## config.mk

```make
export PLATFORM = sky130hd
export DESIGN_NAME = ctr_affinity_alloc
export DESIGN_NICKNAME = d
export VERILOG_FILES = /design/src/rtl/ctr_affinity_alloc.sv
export SDC_FILE = /design/constraint.sdc
export NUM_CORES = 1
export LEC_CHECK = 0
export BUFFER_PORTS_ARGS = -buffer_cell sky130_fd_sc_hd__buf_2
export CAP_MARGIN = 40
export CORE_UTILIZATION = 50
export CTS_CLUSTER_SIZE = 16
export DETAILED_ROUTE_END_ITERATION = 12
export HOLD_SLACK_MARGIN = 0.08
export PLACE_DENSITY = 0.72
export SYNTH_ARGS = -nofsm -noshare
export SYNTH_HDL_FRONTEND = slang
export SYNTH_SLANG_ARGS = --single-unit
export TNS_END_PERCENT = 10
```

## constraint.sdc

```tcl
create_clock -name clk -period 2.43 [get_ports clk]
set_input_delay 0.6075 -clock clk [delete_from_list [all_inputs] [get_ports clk]]
set_output_delay 0.6075 -clock clk [all_outputs]
set_load 0.02 [all_outputs]
```

## src/rtl/ctr_affinity_alloc.sv

```systemverilog
module ctr_affinity_alloc #(
  parameter int CNT  = 10,
  parameter int EVW  = 8,
  parameter int IDXW = $clog2(CNT)
) (
  input  logic            clk,
  input  logic            rst_n,
  input  logic            alloc_req,
  input  logic [EVW-1:0]  alloc_evt,
  input  logic            rel_req,
  input  logic [IDXW-1:0] rel_idx,
  output logic            rsp_valid,
  output logic            rsp_fail,
  output logic [IDXW-1:0] rsp_idx
);

  function automatic logic [CNT-1:0] span(input int lo, input int hi);
    logic [CNT-1:0] m;
    m = '0;
    for (int i = 0; i < CNT; i++)
      if (i >= lo && i <= hi) m[i] = 1'b1;
    return m;
  endfunction

  function automatic logic [CNT-1:0] one(input int k);
    return span(k, k);
  endfunction

  function automatic logic [CNT-1:0] affinity(input logic [EVW-1:0] e);
    logic [CNT-1:0] m;
    case (e)
      8'h02: m = span(2, 9) | one(0);
      8'h8C: m = one(1) | one(7);
      8'h01, 8'h96, 8'h97, 8'h9A, 8'h9B, 8'h9F: m = one(7);
      8'h8D, 8'h8E, 8'h8F, 8'h90, 8'h93, 8'h94, 8'h95, 8'h98, 8'h99, 8'h9C,
      8'hBF, 8'hC0, 8'hC1, 8'hC4, 8'hC5, 8'hC6, 8'hC8, 8'hCA, 8'hCB:
        m = span(5, 7);
      8'hF5, 8'hF6, 8'hF7, 8'hFD: m = one(2) | one(4) | one(6);
      8'hF8: m = span(2, 7);
      default: m = span(2, 9);
    endcase
    return m;
  endfunction

  logic [CNT-1:0]  used_q;
  logic [CNT-1:0]  cand;
  logic [CNT-1:0]  grant_bit;
  logic [CNT-1:0]  rel_bit;
  logic [IDXW-1:0] pick;

  assign cand = affinity(alloc_evt) & ~used_q;

  always_comb begin
    pick = '0;
    for (int i = CNT - 1; i >= 0; i--)
      if (cand[i]) pick = IDXW'(i);
  end

  assign grant_bit = (alloc_req && cand != '0) ? (CNT'(1) << pick) : '0;
  assign rel_bit   = (rel_req && rel_idx < IDXW'(CNT)) ? (CNT'(1) << rel_idx) : '0;

  always_ff @(posedge clk) begin
    if (!rst_n) begin
      used_q    <= '0;
      rsp_valid <= 1'b0;
      rsp_fail  <= 1'b0;
      rsp_idx   <= '0;
    end else begin
      used_q    <= (used_q & ~rel_bit) | grant_bit;
      rsp_valid <= alloc_req;
      rsp_fail  <= alloc_req && cand == '0;
      rsp_idx   <= (alloc_req && cand != '0) ? pick : '0;
    end
  end

endmodule

```

==> metrics <==
PnR worst setup slack=-0.04118 ns; final hold vios=0; mux contribution to synthesized area=0; Pins Over Slew Limit=0; Cells after Synth=about 160; crit path launch=alloc_evt[3]; syn_area_per_cell=about 8 um2; Simple-Gate Fraction of Synth Area=0.3633; synth top area cells=dfxtp_1 (25%), nor2_1 (4.4%), nand2_1 (4.1%); Final Setup Violations=3; height of the die=52.35 um; Vias=about 1400; synth unique cells=between 60 and 70; origin of the worst min-delay path=used_q[9]; worst slack, placed=-0.3165 ns; P_leak=between 0.7 and 0.8 nW; initial core utilization=0.5517; routability cong.=around 0.9; Worst-path clk slew=around 0.09 ns; H-tree depth=1; max cap viols=0; Sw Ratio=0.3132; WL/cell=15.78 um; largest area contributor in the netlist=dfxtp_1; Adder-Cell Fraction of Synth Area=0; largest net degree at the start of global routing=12; # hold bufs at CTS=0; Worst-Margin Slew=just under 0.5 ns; achievable clock frequency=a little over 400 MHz; initial antenna violation count=0; Logic pwr share=0.316; final critical-path share of the clock period=1.017; status=finished, violations left; Hold Crit Class=flop to flop; Worst Path Class, Setup=primary input to flop; ANT nets after route=0; IO Pins=22; Syn Std Cell Area=roughly 1300 um2; GR Overflow Total=0; IO Port Bufs=21; CP Data Required Time=roughly 2.6 ns; drt via density=between 6 and 7; minimum hold slack=roughly 0.54 ns; Die X=between 50 and 60 um; largest family of logic cells by synthesized area=simple AND/OR/NAND/NOR gates; CTS tree=built; gr usage total=0.2729; Post-DP Area=around 1600 um2; DRT iter0 DRCs=58; area share of the largest cell type after synthesis=0.2527; Clock Latency Late Sink=between 0.2 and 0.3 ns; cell with the most instances after synthesis=dfxtp_1; Sequential Power Share=0.457; crit-path max FO=9; Synth Flop Type=dfxtp_1; Non-Filler Instances=234; dpl hpwl=between 2000 and 3000 um; clock buffer depth=2; minimum clock period=about 2.5 ns; design area=around 1700 um2; complex-gate fraction of the synthesized area=0.2962; CP Capture Type=flop; First-pass DRT Iterations=4; sequential share of the synthesized area=0.2527; worst vdd rail ir drop=~0.56 mV; Routed WL=~3700 um; Cells after DPL=about 230; TritonCTS Sinks=16; Residual DRC=0; Synth Net Count=between 150 and 200; Root Driver=clkbuf_4; final core utilization=0.7511; Inserted Diodes=0; layout cell share with drive strength beyond 1=0.4126; total internal power=about 0.42 mW; failing checks=setup timing; synth cell count leaders=dfxtp_1 (16), nor2_1 (15), nand2_1 (14); Layout Nets=224; Synth Register Bits=16; CP arrival=between 2 and 3 ns; Num CTS Buffers=3; RSZ-0062 raised after global routing=yes; core footprint=between 2000 and 2500 um2; Area growth, synth to finish=36.13%; Async SR Flop Fraction=0; Startpoint Class=primary input; RR Startpoint=used_q[9]; Switch Pwr=0.1904 mW; vias in the first global route=~1300; row count=17; Die ar.=between 2000 and 3000 um2; Synth Area in XOR/XNOR=0.01382; EDFF count, synth=0; Synth Warn #=0; first-pass GRT wire length=5623 um; worst rel slew slack=0.6665; Clock power frac=0.227; Worst Skew=0.007411 ns; Power Density=between 300 and 400 nW/um2
-- path summary, 6_finish.rpt --
kind | end | slack, ns | depth (start not counted)
worst min register to register | used_q[9] | 0.54 | 2
worst max-delay path | used_q[8] | -0.04 | 10
worst min-delay path | used_q[9] | 0.54 | 2
worst max register to register | used_q[8] | 0.62 | 7
-- final cells by class --
class,instances,area (um2)
clock buffer,3,22.52
fill,169,571.8
inverter,7,26.28
multi-input combinational,123,919.6
sequential,16,320.3
tap,28,35.03
timing repair buffer,57,401.6
-- kinds of logic after synthesis --
logic type	after synthesis
and+or+nand+nor	79
buffers and inverters	16
AOI/OAI and AO/OA	42
DFF	16
xor gates and xnor gates	2
-- sequential cells by signal, indices dropped and copies added, names as in the netlist --
| name | cells |
|---|---|
| used_q | 10 |
| rsp_idx | 4 |
| rsp_fail | 1 |
| rsp_valid | 1 |
-- placed cells by master (no fill, tap or decap), types with 2 or more instances in the layout --
cell type  instances
buf_4             38
buf_2             17
dfxtp_1           16
nand2_1           14
nor2_1            13
nand3_1            9
inv_1              6
nand2b_1           5
o211ai_1           5
nand3b_1           4
a21oi_1            4
nand4b_1           4
nand4_1            4
nor2_2             3
nor2b_1            3
nor3_1             3
o31ai_1            3
clkbuf_4           3
nor3b_1            2
a21oi_2            2
a211oi_2           2
o21ai_1            2
-- per-layer routing --
metal  track usage  routed length [um]
met4       0.03070                   0
met5             0                   0
met1        0.3853                1751
met3       0.06957                 172
met2        0.4262                1770
-- critical path, cell delays in order --
cell      delay, ns
buf_4          0.15
buf_4          0.14
xnor2_1        0.13
a21oi_1        0.22
a21oi_2        0.11
o311ai_4       0.39
o211ai_1       0.17
a211oi_2       0.32
o22ai_2        0.18
a32o_1         0.24
-- power by group through the flow --
stage	clock network, mW	registers (mW)	logic [mW]
6_report	0.138	0.278	0.192
3_3_place_gp	0	0.283	0.158
5_1_grt	0.154	0.279	0.207
4_1_cts	0.137	0.277	0.165
2_1_floorplan	0	0.286	0.0977
3_5_place_dp	0	0.283	0.163
-- metrics by stage --
stage                     setup TNS [ns]  power [mW]
final                           -0.08194      0.6080
after global routing             -0.5101      0.6396
after global placement            -1.665      0.4405
after detailed placement          -2.337      0.4462
after CTS                              0      0.5789
after floorplan                        0      0.3837
-- what timing repair did --
item | 4_1_cts | 5_1_grt
cloned | 0 | 0
pin swaps | 0 | 10
gates resized for setup | 1 | 21
setup endpoints to repair | 2 | 8
buffers inserted | 0 | 5
(Power assumes the default switching activity.)
